File: src/rtl/tl_pkg.sv
package tl_pkg;

  typedef enum logic [3:0] {
    ST_IDLE  = 4'd0,
    ST_G1    = 4'd1,
    ST_Y1A   = 4'd2,
    ST_L1    = 4'd3,
    ST_Y1B   = 4'd4,
    ST_G2    = 4'd5,
    ST_Y2A   = 4'd6,
    ST_L2    = 4'd7,
    ST_Y2B   = 4'd8,
    ST_WALK  = 4'd9,
    ST_FLASH = 4'd10
  } phase_e;

  typedef enum logic [1:0] {
    TMR_AMBER = 2'd0,
    TMR_WALK  = 2'd1,
    TMR_FLASH = 2'd2
  } tmrSel_e;

  localparam logic [1:0] LAMP_RED   = 2'b00;
  localparam logic [1:0] LAMP_GO    = 2'b01;
  localparam logic [1:0] LAMP_AMBER = 2'b10;
  localparam logic [1:0] LAMP_ARROW = 2'b11;

  localparam logic [1:0] PED_WAIT  = 2'b00;
  localparam logic [1:0] PED_WALK  = 2'b01;
  localparam logic [1:0] PED_FLASH = 2'b10;

  typedef struct packed {
    logic    tmrRestart;
    tmrSel_e tmrSel;
    logic    pedTake;
    logic    pedBlock;
    logic    armLoad;
  } ctlStrobe_t;

endpackage

File: src/rtl/tl_dp.sv
module tl_dp
  import tl_pkg::*;
#(
  parameter int YELLOW_TICKS = 2,
  parameter int WALK_TICKS   = 10,
  parameter int BLINK_TICKS  = 5
) (
  input  logic       clk,
  input  logic       rst_n,
  input  logic       clear,
  input  logic       tick,
  input  logic       pedBtn,
  input  logic       armSel,
  input  ctlStrobe_t strb,
  output logic       tmrExpire,
  output logic       pedPending,
  output logic       startArm
);

  localparam int MAX_T = (YELLOW_TICKS > WALK_TICKS)
                       ? ((YELLOW_TICKS > BLINK_TICKS) ? YELLOW_TICKS : BLINK_TICKS)
                       : ((WALK_TICKS > BLINK_TICKS) ? WALK_TICKS : BLINK_TICKS);
  localparam int CNT_W = $clog2(MAX_T + 1);
  localparam logic [CNT_W-1:0] AMBER_LAST = CNT_W'(YELLOW_TICKS - 1);
  localparam logic [CNT_W-1:0] WALK_LAST  = CNT_W'(WALK_TICKS - 1);
  localparam logic [CNT_W-1:0] FLASH_LAST = CNT_W'(BLINK_TICKS - 1);

  logic [CNT_W-1:0] tickCnt;
  logic [CNT_W-1:0] lastCnt;

  always_comb begin
    case (strb.tmrSel)
      TMR_WALK:  lastCnt = WALK_LAST;
      TMR_FLASH: lastCnt = FLASH_LAST;
      default:   lastCnt = AMBER_LAST;
    endcase
  end

  // interval counter: restarts on every state change, saturates while idle-holding
  always_ff @(posedge clk or negedge rst_n) begin
    if (!rst_n)                          tickCnt <= '0;
    else if (clear || strb.tmrRestart)   tickCnt <= '0;
    else if (tick && (tickCnt != '1))    tickCnt <= tickCnt + 1'b1;
  end

  assign tmrExpire = tick && (tickCnt == lastCnt);

  // pedestrian request latch
  always_ff @(posedge clk or negedge rst_n) begin
    if (!rst_n)                          pedPending <= 1'b0;
    else if (clear || strb.pedTake)      pedPending <= 1'b0;
    else if (pedBtn && !strb.pedBlock)   pedPending <= 1'b1;
  end

  // approach that opens the cycle, captured while in the initial state
  always_ff @(posedge clk or negedge rst_n) begin
    if (!rst_n)            startArm <= 1'b0;
    else if (strb.armLoad) startArm <= armSel;
  end

endmodule

File: src/rtl/tl_ctrl.sv
module tl_ctrl
  import tl_pkg::*;
(
  input  logic       clk,
  input  logic       rst_n,
  input  logic       clear,
  input  logic       sw,
  input  logic       armSel,
  input  logic       tmrExpire,
  input  logic       pedPending,
  input  logic       startArm,
  output ctlStrobe_t strb,
  output logic [1:0] arm1Lamp,
  output logic [1:0] arm2Lamp,
  output logic [1:0] pedLamp,
  output logic       phaseDone
);

  phase_e state, nxt;
  logic   entersTimed;

  always_comb begin
    nxt = state;
    case (state)
      ST_IDLE:  nxt = armSel ? ST_G2 : ST_G1;
      ST_G1:    if (sw) nxt = ST_Y1A;
      ST_Y1A:   if (tmrExpire) nxt = ST_L1;
      ST_L1:    if (sw) nxt = ST_Y1B;
      ST_Y1B:   if (tmrExpire) nxt = (startArm && pedPending) ? ST_WALK : ST_G2;
      ST_G2:    if (sw) nxt = ST_Y2A;
      ST_Y2A:   if (tmrExpire) nxt = ST_L2;
      ST_L2:    if (sw) nxt = ST_Y2B;
      ST_Y2B:   if (tmrExpire) nxt = (!startArm && pedPending) ? ST_WALK : ST_G1;
      ST_WALK:  if (tmrExpire) nxt = ST_FLASH;
      ST_FLASH: if (tmrExpire) nxt = startArm ? ST_G2 : ST_G1;
      default:  nxt = ST_IDLE;
    endcase
  end

  always_ff @(posedge clk or negedge rst_n) begin
    if (!rst_n)     state <= ST_IDLE;
    else if (clear) state <= ST_IDLE;
    else            state <= nxt;
  end

  always_comb begin
    strb.tmrRestart = (nxt != state);
    case (state)
      ST_WALK:  strb.tmrSel = TMR_WALK;
      ST_FLASH: strb.tmrSel = TMR_FLASH;
      default:  strb.tmrSel = TMR_AMBER;
    endcase
    strb.pedTake  = (nxt == ST_WALK) && (state != ST_WALK);
    strb.pedBlock = (state == ST_WALK) || (state == ST_FLASH);
    strb.armLoad  = (state == ST_IDLE);
  end

  assign entersTimed = (nxt == ST_G1) || (nxt == ST_L1) || (nxt == ST_G2) ||
                       (nxt == ST_L2) || (nxt == ST_WALK);

  always_ff @(posedge clk or negedge rst_n) begin
    if (!rst_n)     phaseDone <= 1'b0;
    else if (clear) phaseDone <= 1'b0;
    else            phaseDone <= (nxt != state) && entersTimed;
  end

  always_comb begin
    arm1Lamp = LAMP_RED;
    arm2Lamp = LAMP_RED;
    pedLamp  = PED_WAIT;
    case (state)
      ST_G1:          arm1Lamp = LAMP_GO;
      ST_Y1A, ST_Y1B: arm1Lamp = LAMP_AMBER;
      ST_L1:          arm1Lamp = LAMP_ARROW;
      ST_G2:          arm2Lamp = LAMP_GO;
      ST_Y2A, ST_Y2B: arm2Lamp = LAMP_AMBER;
      ST_L2:          arm2Lamp = LAMP_ARROW;
      ST_WALK:        pedLamp  = PED_WALK;
      ST_FLASH:       pedLamp  = PED_FLASH;
      default:        ;
    endcase
  end

endmodule

File: src/rtl/tl_sequencer.sv
module tl_sequencer
  import tl_pkg::*;
#(
  parameter int YELLOW_TICKS = 2,
  parameter int WALK_TICKS   = 10,
  parameter int BLINK_TICKS  = 5
) (
  input  logic       clk,
  input  logic       rst_n,
  input  logic       clear,
  input  logic       tick,
  input  logic       sw,
  input  logic       armSel,
  input  logic       pedBtn,
  output logic [1:0] arm1Lamp,
  output logic [1:0] arm2Lamp,
  output logic [1:0] pedLamp,
  output logic       phaseDone
);

  ctlStrobe_t strb;
  logic       tmrExpire;
  logic       pedPending;
  logic       startArm;

  tl_ctrl u_ctrl (
    .clk        (clk),
    .rst_n      (rst_n),
    .clear      (clear),
    .sw         (sw),
    .armSel     (armSel),
    .tmrExpire  (tmrExpire),
    .pedPending (pedPending),
    .startArm   (startArm),
    .strb       (strb),
    .arm1Lamp   (arm1Lamp),
    .arm2Lamp   (arm2Lamp),
    .pedLamp    (pedLamp),
    .phaseDone  (phaseDone)
  );

  tl_dp #(
    .YELLOW_TICKS (YELLOW_TICKS),
    .WALK_TICKS   (WALK_TICKS),
    .BLINK_TICKS  (BLINK_TICKS)
  ) u_dp (
    .clk        (clk),
    .rst_n      (rst_n),
    .clear      (clear),
    .tick       (tick),
    .pedBtn     (pedBtn),
    .armSel     (armSel),
    .strb       (strb),
    .tmrExpire  (tmrExpire),
    .pedPending (pedPending),
    .startArm   (startArm)
  );

endmodule

File: config.mk
export PLATFORM = sky130hd
export DESIGN_NAME = tl_sequencer
export DESIGN_NICKNAME = d
export VERILOG_FILES = /design/src/rtl/tl_pkg.sv /design/src/rtl/tl_dp.sv /design/src/rtl/tl_ctrl.sv /design/src/rtl/tl_sequencer.sv
export SDC_FILE = /design/constraint.sdc
export NUM_CORES = 1
export LEC_CHECK = 0
export BUFFER_PORTS_ARGS = -buffer_cell sky130_fd_sc_hd__buf_2
export CORE_MARGIN = 10
export CORE_UTILIZATION = 49
export DETAILED_ROUTE_END_ITERATION = 6
export GPL_TIMING_DRIVEN = 1
export PLACE_DENSITY_LB_ADDON = 0.08
export SLEW_MARGIN = 20
export SYNTH_ARGS = -nofsm -noshare
export SYNTH_HDL_FRONTEND = slang
export SYNTH_SLANG_ARGS = --single-unit
export TNS_END_PERCENT = 10
File: constraint.sdc
create_clock -name clk -period 1.9 [get_ports clk]
set_input_delay 0 -clock clk [delete_from_list [all_inputs] [get_ports clk]]
set_output_delay 0 -clock clk [all_outputs]
set_load 0.02 [all_outputs]
==> metrics.csv, run 1 <==
metric,value,unit
top post-synthesis cells by count,"11 x dfrtp_1, 9 x nand2_1, 8 x a21oi_1",
max_slew headroom,77.9,%
fraction of registers with async set/reset,100,%
fmax,536,MHz
root buffer cell,clkbuf_4,
worst-path maximum fanout,8,
"Seq/Total Area, Yosys",31.9,%
Via density,6.09,
Skew-Pair Late Insertion Delay,0.27,ns
Final Cycle Share,98.2,%
kind of critical path,reg -> reg,
critical path's slowest cell,or4_1,
Critical R2R Capture,u_dp.pedPending,
io pins,14,
Core Region,1690,um2
Arrival @ worst endpoint,2.03,ns
Post-DRT Antenna Nets,0,
switch share,43.3,%
Worst R2R Start,u_ctrl.state[2],
initial antenna violation count,0,
nets,129,
YS warnings,0,
"Reg clk slew, reported paths",0.09,ns
H-tree depth,1,
endpoints failing setup,0,
total grt overflow,0,
first-pass GRT wire length,3.60,mm
final hold violation count,0,
"FF+latch count, synth",11,
fin cells,137,
Cell Rows,15,
DR iter-0 viols,21,
Antenna Cells,0,
I/O Buffers,13,
clk sinks,11,
cells after synthesis,97,
WL final,2.26,mm
Synth area leader,dfrtp_1,
status,completed,
die height,61.9,um
share of post-route cells with drive strength above 1,32.5,%
Hold WC Path Type,in -> reg,
pin count of the biggest net entering global routing,15,
Num CTS Buffers,3,
Seq pwr share,31.2,%
drt first pass iters,4,
Leak,0.000494,uW
Least-Margin Pin Slew,0.328,ns
Internal,662,uW
CP endpoint kind,register,
number of setup buffers added after CTS,0,
Starting Density,51.0,%
WHS Path Cells,3,
Total GRT Usage,12.4,%
"slowest stage delay, CP",0.54,ns
final setup skew,0.00861,ns
CTS max path bufs,2,
WL/cell,16.5,um
CTS tree,yes,
number of synthesized flops with an enable pin,0,
Most used DFF post-synth,dfrtp_1,
CP Cell Sequence,buf_4 -> and4bb_2 -> xor2_2 -> or4_1 -> and3b_1,
Setup Total Neg Slack,0,ns
"Cell Area, Synth",862,um2
GP Congestion,0.809,
number of global-route vias before repair,735,
Buf/Inv on CP,1,
drc violations,0,
WP data required,2.06,ns
most frequent cell after synthesis,dfrtp_1,
start point of the critical path,u_ctrl.state[2],
fin util,63.8,%
Synth cell types,41,
RSZ-0062 raised after global routing,yes,
clock period minus worst slack,1.87,ns
full die area,3840,um2
Synth Net Count,105,
VDD IR max,0.422,mV
syn avg cell area,8.89,um2
area share of the largest cell type after synthesis,31.9,%
Logic pwr share,54.4,%
worst reg-to-reg setup slack,0.03,ns
WP depth,5,
Final Max Tran Viols,0,
clock group share of total power,14.4,%
Pwr Density,1080,nW/um2
largest cells by area after synthesis,"dfrtp_1 32%, a21oi_1 4.6%, nand2_1 3.9%",
Net Sw Power,505,uW
die width,61.9,um
worst reg2reg path depth,5,
Startpoint Class,register,
Layout area overhead,25.0,%
"delay-heaviest family, CP",simple AND/OR/NAND/NOR gates,
worst setup path end,u_dp.pedPending,
Placed Cells,131,
MaxCap Viol Count,0,
Final HPWL DP,1.71,mm
via count,834,
-- cell usage in the layout (no fill, tap or decap), types with 2 or more instances in the layout --
cell type      Yosys  routed
a211oi_1           4       4
a21oi_1            8       8
a41o_1             2       2
and3b_1            2       2
buf_2              0      13
buf_4              0      11
clkbuf_4           0       3
dfrtp_1           11       9
dfrtp_2            0       2
dlygate4sd3_1      0       2
inv_1              4       4
mux2_2             2       2
nand2_1            9       9
nand2b_1           3       3
nand3_1            2       2
nand3b_1           2       2
nand4bb_4          1       2
nor2_1             4       4
nor4_1             2       2
o21ai_0            3       3
o21ai_1            2       2
o31ai_1            2       2
or4_1              2       2
xor2_1             3       2
-- per-layer routing --
layer / track usage, % / vias to the layer above / routed length (um)
met5: 0 / - / 0
met4: 2.87 / 0 / 11
met3: 4.07 / 2 / 118
met2: 17.7 / 20 / 1030
met1: 17.4 / 396 / 1100
li1: - / 416 / -
-- metrics by stage --
step | power, uW | hold WS, ns | area (um2) | setup slack [ns]
floorplan | 791 | -0.296 | 862 | 0.0512
global placement | 970 | -0.118 | 997 | 0.00133
detailed placement | 977 | -0.111 | 997 | 0.0390
CTS | 1150 | 0.0400 | 1040 | 0.0145
global route | 1250 | 0.0776 | 1080 | -0.00902
finish | 1170 | 0.0652 | 1080 | 0.0344
-- worst min-delay path by stage --
stage	endpoint	startpoint	slack [ns]
final	u_dp.tickCnt[1]	tick	0.07
after global routing	u_dp.tickCnt[1]	tick	0.08
after CTS	u_dp.tickCnt[1]	tick	0.04
after detailed placement	u_dp.tickCnt[1]	rst_n	-0.11
after global placement	u_dp.tickCnt[2]	rst_n	-0.12
after floorplan	u_ctrl.phaseDone	rst_n	-0.30
-- registers in the layout (all words and copies together), names as in the netlist --
name,cells
u_dp.pedPending,1
u_dp.tickCnt,4
u_ctrl.state,4
u_ctrl.phaseDone,1
u_dp.startArm,1
-- power groups by stage --
stage	clock, uW	sequential, uW	combinational (uW)
global route	182	373	693
finish	168	364	635
global placement	0	362	608
floorplan	0	352	439
detailed placement	0	364	613
CTS	172	360	617
-- cells by family (layout without fill, tap and decap cells) --
group / after synthesis / in the layout / synth area share (%)
AO/OA/AOI/OAI: 30 / 30 / 23.2
XOR/XNOR: 3 / 3 / 3.05
adder cells (fa/ha/maj): 1 / 1 / 1.45
buffers and inverters: 11 / 34 / 5.66
flip-flops: 11 / 11 / 31.9
multiplexers: 4 / 4 / 5.51
AND/OR/NAND/NOR: 37 / 37 / 29.2
-- timing repair --
action / CTS / global route
endpoints found under the setup margin: 0 / 8
hold buffers: 2 / 0
gates resized for setup: 0 / 5
endpoints found under the hold margin: 12 / 0
-- worst register-to-register path, stage by stage (launching register included) --
cell      delay (ns)
dfrtp_1         0.41
buf_4           0.17
and4bb_2        0.34
xor2_2          0.12
or4_1           0.55
and3b_1         0.18
-- final cells by class --
class	instances	area, um2
fillers	158	612
multi-input cells	75	568
flip-flops and latches	11	278
repair buffers	26	168
clock buffers	3	22.5
well taps	17	21.3
inverters	4	15.0
clock inverters	1	5.00
Note: power is estimated with default switching activity, not from simulation.
==> inputs of run 2 (changes only) <==
Settings changed: SYNTH_HIERARCHICAL set to 1.
==> run 2 against run 1 <==
The run now ends with negative setup slack left. Worst hold slack lost 0.020 ns. Critical path depth grew 5. Synthesized cell count grew 11%. Cell count grew 15%. Synthesized area is the same. Design area grew 8.4%. Clock power grew 4%. Global-route usage grew 0.91 points. Clock skew shrank 0.0054 ns. Fmax shrank 17%. Utilization grew 5.3 points. Critical endpoint is now u_dp/tickCnt[0]. Largest cell class unchanged.
==> metrics.csv, run 2 <==
metric,value,unit,change
post-route cell area,1170,um2,was 1080 um2
Skew-Pair Late Insertion Delay,0.28,ns,was 0.27 ns
Final Cycle Share,118,%,was 98.2%
first-pass GRT wire length,3.74,mm,was 3.60 mm
Net Sw Power,639,uW,was 505 uW
Num CTS Buffers,3,,unchanged
Total GRT Usage,13.3,%,was 12.4%
number of global-route vias before repair,840,,was 735
drt first pass iters,4,,unchanged
Antenna Cells,0,,unchanged
H-tree depth,1,,unchanged
max_slew headroom,82.5,%,was 77.9%
Area after DPL,1050,um2,was 997 um2
number of synthesized flops with an enable pin,0,,unchanged
RSZ-0062 raised after global routing,yes,,unchanged
most frequent cells in the layout,"19 x buf_4, 13 x buf_2, 11 x nand2_1",,"was 13 x buf_2, 11 x buf_4, 9 x nand2_1, 9 x dfrtp_1, 8 x a21oi_1"
Least-Margin Pin Slew,0.261,ns,was 0.328 ns
Starting Density,51.0,%,unchanged
clock period minus worst slack,2.25,ns,was 1.87 ns
final setup skew,0.00317,ns,was 0.00861 ns
Synth area leader,dfrtp_1,,unchanged
worst-path maximum fanout,4,,was 8
io pins,14,,unchanged
Most used DFF post-synth,dfrtp_1,,unchanged
CTS max path bufs,2,,unchanged
fmax,444,MHz,was 536 MHz
Layout area overhead,35.4,%,was 25.0%
Post-DRT Antenna Nets,0,,unchanged
initial antenna violation count,0,,unchanged
kind of critical path,reg -> reg,,unchanged
CP endpoint kind,register,,unchanged
MaxCap Viol Count,0,,unchanged
Via density,5.79,,was 6.09
"Seq/Total Area, Yosys",31.9,%,unchanged
Setup Total Neg Slack,-1.76,ns,was 0 ns
GP Congestion,0.934,,was 0.809
clock group share of total power,12.4,%,was 14.4%
DR iter-0 viols,31,,was 21
VDD IR max,0.822,mV,was 0.422 mV
I/O Buffers,13,,unchanged
"most common cell after layout, fill and taps aside",buf_4,,was buf_2
Synth Net Count,116,,was 105
drc violations,0,,unchanged
PnR worst setup slack,-0.350,ns,was 0.0344 ns
top flop regs,"u_ctrl/state x4, u_dp/tickCnt x4",,"was u_ctrl.state x4, u_dp.tickCnt x4"
fraction of registers with async set/reset,100,%,unchanged
die height,61.9,um,unchanged
"Cell Area, Synth",862,um2,unchanged
WP data required,2.10,ns,was 2.06 ns
area share of the largest cell type after synthesis,31.9,%,unchanged
nets,149,,was 129
failing checks,negative setup slack,,
Seq pwr share,24.8,%,was 31.2%
syn avg cell area,7.98,um2,was 8.89 um2
switch share,45.5,%,was 43.3%
WL final,2.35,mm,was 2.26 mm
worst reg-to-reg setup slack,-0.35,ns,was 0.03 ns
share of post-route cells with drive strength above 1,35.0,%,was 32.5%
WL/cell,15.0,um,was 16.5 um
Leak,0.000532,uW,was 0.000494 uW
"Reg clk slew, reported paths",0.08,ns,was 0.09 ns
pin count of the biggest net entering global routing,17,,was 15
clk sinks,11,,unchanged
largest cells by area after synthesis,"dfrtp_1 32%, a21oi_1 5.2%, nand2_1 4.8%",,"was dfrtp_1 32%, a21oi_1 4.6%, nand2_1 3.9%"
"FF+latch count, synth",11,,unchanged
total grt overflow,0,,unchanged
Internal,765,uW,was 662 uW
root buffer cell,clkbuf_4,,unchanged
Hold WC Path Type,in -> reg,,unchanged
Core Region,1690,um2,unchanged
top post-synthesis cells by count,"11 x dfrtp_1, 11 x nand2_1, 9 x a21oi_1",,"was 11 x dfrtp_1, 9 x nand2_1, 8 x a21oi_1"
final hold violation count,0,,unchanged
Logic pwr share,62.7,%,was 54.4%
full die area,3840,um2,unchanged
YS warnings,6,,was 0
Synth cell types,40,,was 41
via count,909,,was 834
Cell Rows,15,,unchanged
cells after synthesis,108,,was 97
Startpoint Class,register,,unchanged
Pwr Density,1200,nW/um2,was 1080 nW/um2
Final Max Tran Viols,0,,unchanged
endpoints failing setup,7,,was 0
Final HPWL DP,1.72,mm,was 1.71 mm
CTS tree,yes,,unchanged
status,"finished, violations left",,was completed
Arrival @ worst endpoint,2.45,ns,was 2.03 ns
die width,61.9,um,unchanged
run 2: worst paths after layout:
check / depth (start not counted) / start / to
setup / recovery: 10 / u_ctrl/state[2] / u_dp/tickCnt[0]
hold / removal: 3 / pedBtn / u_dp/pedPending
setup reg to reg: 10 / u_ctrl/state[2] / u_dp/tickCnt[0]
hold reg to reg: 2 / u_dp/pedPending / u_dp/pedPending
max in group asynchronous: 2 / rst_n / u_ctrl/state[1]
min in group asynchronous: 2 / rst_n / u_ctrl/phaseDone
run 2: kinds of logic after synthesis:
group,share of synthesized area [%]
buffers and inverters,9.00
and+or+nand+nor,28.3
xor gates and xnor gates,1.02
muxes,5.95
AOI/OAI and AO/OA,22.4
DFF,31.9
adders and majority gates,1.45
run 2: repair_timing:
action,in CTS,in global routing
gates cloned,0,0
setup endpoints to repair,10,9
pin swaps,8,1
resized for setup,9,1
setup buffers,2,0
endpoints found under the hold margin,16,0
hold buffers,4,0
run 2: final cells by class:
cell class	instances	area, um2
Multi-Input combinational cell	82	562
Fill cell	144	522
Sequential cell	11	277
Timing Repair Buffer	37	259
Clock buffer	4	26.3
Inverter	6	22.5
Tap cell	17	21.3
run 2: per-stage QoR:
stage / hold WS (ns) / instances / power, uW / worst slack [ns] / util (%)
2_1_floorplan: -0.296 / 108 / 951 / -0.651 / -
3_3_place_gp: -0.111 / 147 / 1150 / -0.468 / 62.0
3_5_place_dp: -0.110 / 147 / 1160 / -0.560 / 62.0
4_1_cts: 0.0491 / 157 / 1390 / -0.297 / 68.7
5_1_grt: 0.0556 / 157 / 1500 / -0.510 / 69.1
6_report: 0.0452 / 157 / 1400 / -0.350 / 69.1
run 2: metal layers:
metal | routed length, um | track usage, % | vias to the layer above
met4 | 58 | 8.28 | 0
met2 | 1050 | 19.6 | 32
met1 | 1090 | 16.8 | 418
li1 | - | - | 452
met5 | 0 | 0 | -
met3 | 156 | 3.46 | 7
run 2: worst max-delay path: stages (launching register included):
cell and delay (ns):
dfrtp_1 0.38, nand2b_4 0.17, nor2_4 0.14, and3b_1 0.20
a21oi_2 0.12, o21ai_2 0.08, or3b_1 0.38, o21ai_1 0.14
o21ai_1 0.09, or3_1 0.31, mux2i_1 0.16
run 2: power by group through the flow:
| stage | Clock (uW) | Combinational [uW] | Sequential, uW |
|---|---|---|---|
| after floorplan | 0 | 593 | 358 |
| after global placement | 0 | 806 | 345 |
| after detailed placement | 0 | 820 | 343 |
| after CTS | 173 | 873 | 349 |
| after global routing | 184 | 957 | 357 |
| final | 174 | 881 | 349 |
==> inputs of run 3 (changes only) <==
Settings changed: CORE_UTILIZATION 49 to 45.
==> run 3 against run 2 <==
Register-to-register slack worse by 0.02 ns. Worst hold slack lost 0.014 ns. Critical endpoint unchanged. Largest power group unchanged. Global-route usage shrank 1.8 points. Clock skew rose by 0.0035 ns. First-iteration DRC count shrank 6.5%. Clock-buffer cell count unchanged. The flow still finishes with violations (negative setup slack). Clock power is 6% lower. Flip-flop and latch count did not move. Power up 1.8%.
==> metrics.csv, run 3 (synthesis gave the netlist of run 2 again) <==
metric,value,unit,change
initial antenna violation count,0,,unchanged
Filler cells,160,,was 144
Hold WC Path Type,in -> reg,,unchanged
fmax,441,MHz,was 444 MHz
Leak,0.000543,uW,was 0.000532 uW
fin util,67.5,%,was 69.1%
Cell Rows,15,,unchanged
Least-Margin Pin Slew,0.259,ns,was 0.261 ns
number of global-route vias before repair,887,,was 840
WP data required,2.09,ns,was 2.10 ns
die height,63.8,um,was 61.9 um
pin count of the biggest net entering global routing,17,,unchanged
Area after DPL,1070,um2,was 1050 um2
Via density,5.40,,was 5.79
MaxCap Viol Count,0,,unchanged
final setup skew,0.00667,ns,was 0.00317 ns
top flop regs,"u_ctrl/state x4, u_dp/tickCnt x4",,unchanged
I/O Buffers,13,,unchanged
drc violations,0,,unchanged
CP endpoint kind,register,,unchanged
die width,63.8,um,was 61.9 um
worst hold slack,0.0317,ns,was 0.0452 ns
full die area,4070,um2,was 3840 um2
VDD IR max,0.806,mV,was 0.822 mV
"Reg clk slew, reported paths",0.08,ns,about the same
Core Region,1760,um2,was 1690 um2
kind of critical path,reg -> reg,,unchanged
drt first pass iters,4,,unchanged
most frequent cells in the layout,"22 x buf_4, 13 x buf_2, 11 x dfrtp_1",,"was 19 x buf_4, 13 x buf_2, 11 x nand2_1"
endpoints failing setup,7,,unchanged
RSZ-0062 raised after global routing,yes,,unchanged
first-pass GRT wire length,3.95,mm,was 3.74 mm
Starting Density,48.9,%,was 51.0%
Num CTS Buffers,3,,unchanged
PnR worst setup slack,-0.369,ns,was -0.350 ns
GP Congestion,0.848,,was 0.934
root buffer cell,clkbuf_4,,unchanged
Final HPWL DP,1.71,mm,was 1.72 mm
register area,275,um2,was 277 um2
CTS max path bufs,2,,unchanged
CTS tree,yes,,unchanged
max_slew headroom,82.5,%,about the same
Final Max Tran Viols,0,,unchanged
status,"finished, violations left",,unchanged
worst-path maximum fanout,4,,unchanged
WL final,2.39,mm,was 2.35 mm
Arrival @ worst endpoint,2.46,ns,was 2.45 ns
H-tree depth,1,,unchanged
area occupied by multi-input gates,576,um2,was 562 um2
final hold violation count,0,,unchanged
Antenna Cells,0,,unchanged
Total GRT Usage,11.6,%,was 13.3%
io pins,14,,unchanged
"most common cell after layout, fill and taps aside",buf_4,,unchanged
Post-DRT Antenna Nets,0,,unchanged
clk sinks,11,,unchanged
clock period minus worst slack,2.27,ns,was 2.25 ns
failing checks,negative setup slack,,unchanged
Layout area overhead,38.2,%,was 35.4%
DR iter-0 viols,29,,was 31
Startpoint Class,register,,unchanged
post-route cell area,1190,um2,was 1170 um2
Final Cycle Share,119,%,was 118%
total grt overflow,0,,unchanged
WL/cell,14.4,um,was 15.0 um
share of post-route cells with drive strength above 1,38.3,%,was 35.0%
nets,150,,was 149
Pwr Density,1200,nW/um2,about the same
via count,896,,was 909
Skew-Pair Late Insertion Delay,0.27,ns,was 0.28 ns
==> run 3: what timing repair did <==
item	4_1_cts	5_1_grt
setup endpoints to repair	10	10
buffers inserted	2	0
pin swaps	7	4
resized for setup	9	3
hold buffers	3	0
hold endpoints to repair	13	0
==> run 3: path summary, 6_finish.rpt <==
| check | startpoint | endpoint | slack, ns | cells past startpoint |
|---|---|---|---|---|
| setup / recovery | u_ctrl/state[2] | u_dp/tickCnt[0] | -0.37 | 10 |
| setup reg to reg | u_ctrl/state[2] | u_dp/tickCnt[0] | -0.37 | 10 |
| max in group asynchronous | rst_n | u_dp/tickCnt[2] | 1.54 | 2 |
| hold reg to reg | u_dp/startArm | u_dp/startArm | 0.62 | 1 |
| hold / removal | clear | u_ctrl/state[3] | 0.03 | 2 |
| min in group asynchronous | rst_n | u_ctrl/state[1] | 0.14 | 2 |
==> run 3: per-layer routing <==
metal / GRT usage (%) / vias up / share of wire, % / wire length [um]
li1: - / 449 / - / -
met3: 2.79 / 2 / 3.9 / 94
met5: 0 / - / 0 / 0
met2: 19.5 / 19 / 47 / 1130
met1: 14.1 / 426 / 48 / 1140
met4: 3.55 / 0 / 0.71 / 17
==> run 3: power by group <==
part / switching, uW / leakage (uW) / total (uW) / internal, uW
clock network: 81.9 / 0.0000150 / 163 / 81.1
logic: 511 / 0.000382 / 917 / 406
registers: 54.3 / 0.000146 / 350 / 296
==> run 3: critical path, cell delays in order (launching register included) <==
cell and delay, ns:
dfrtp_1 0.38, nand2b_4 0.17, nor2_4 0.14, and3b_1 0.20, a21oi_2 0.14, o21ai_2 0.10, or3b_4 0.38, o21ai_2 0.13
o21ai_2 0.09, or3_1 0.32, mux2i_1 0.13
==> run 3: through the flow <==
| stage | instances | total power, uW | setup slack [ns] | setup TNS [ns] |
|---|---|---|---|---|
| floorplan | 108 | 951 | -0.651 | -3.82 |
| global placement | 157 | 1160 | -0.519 | -3.62 |
| detailed placement | 157 | 1180 | -0.673 | -4.63 |
| CTS | 166 | 1420 | -0.362 | -1.63 |
| global route | 166 | 1530 | -0.492 | -2.81 |
| finish | 166 | 1430 | -0.369 | -1.72 |
==> run 3: layout make-up <==
type / instances / share of cell area [%]
Tap cell: 25 / 2.63
Sequential cell: 11 / 23.1
Clock buffer: 4 / 2.21
Inverter: 6 / 1.89
Multi-Input combinational cell: 82 / 48.3
Timing Repair Buffer: 38 / 21.8
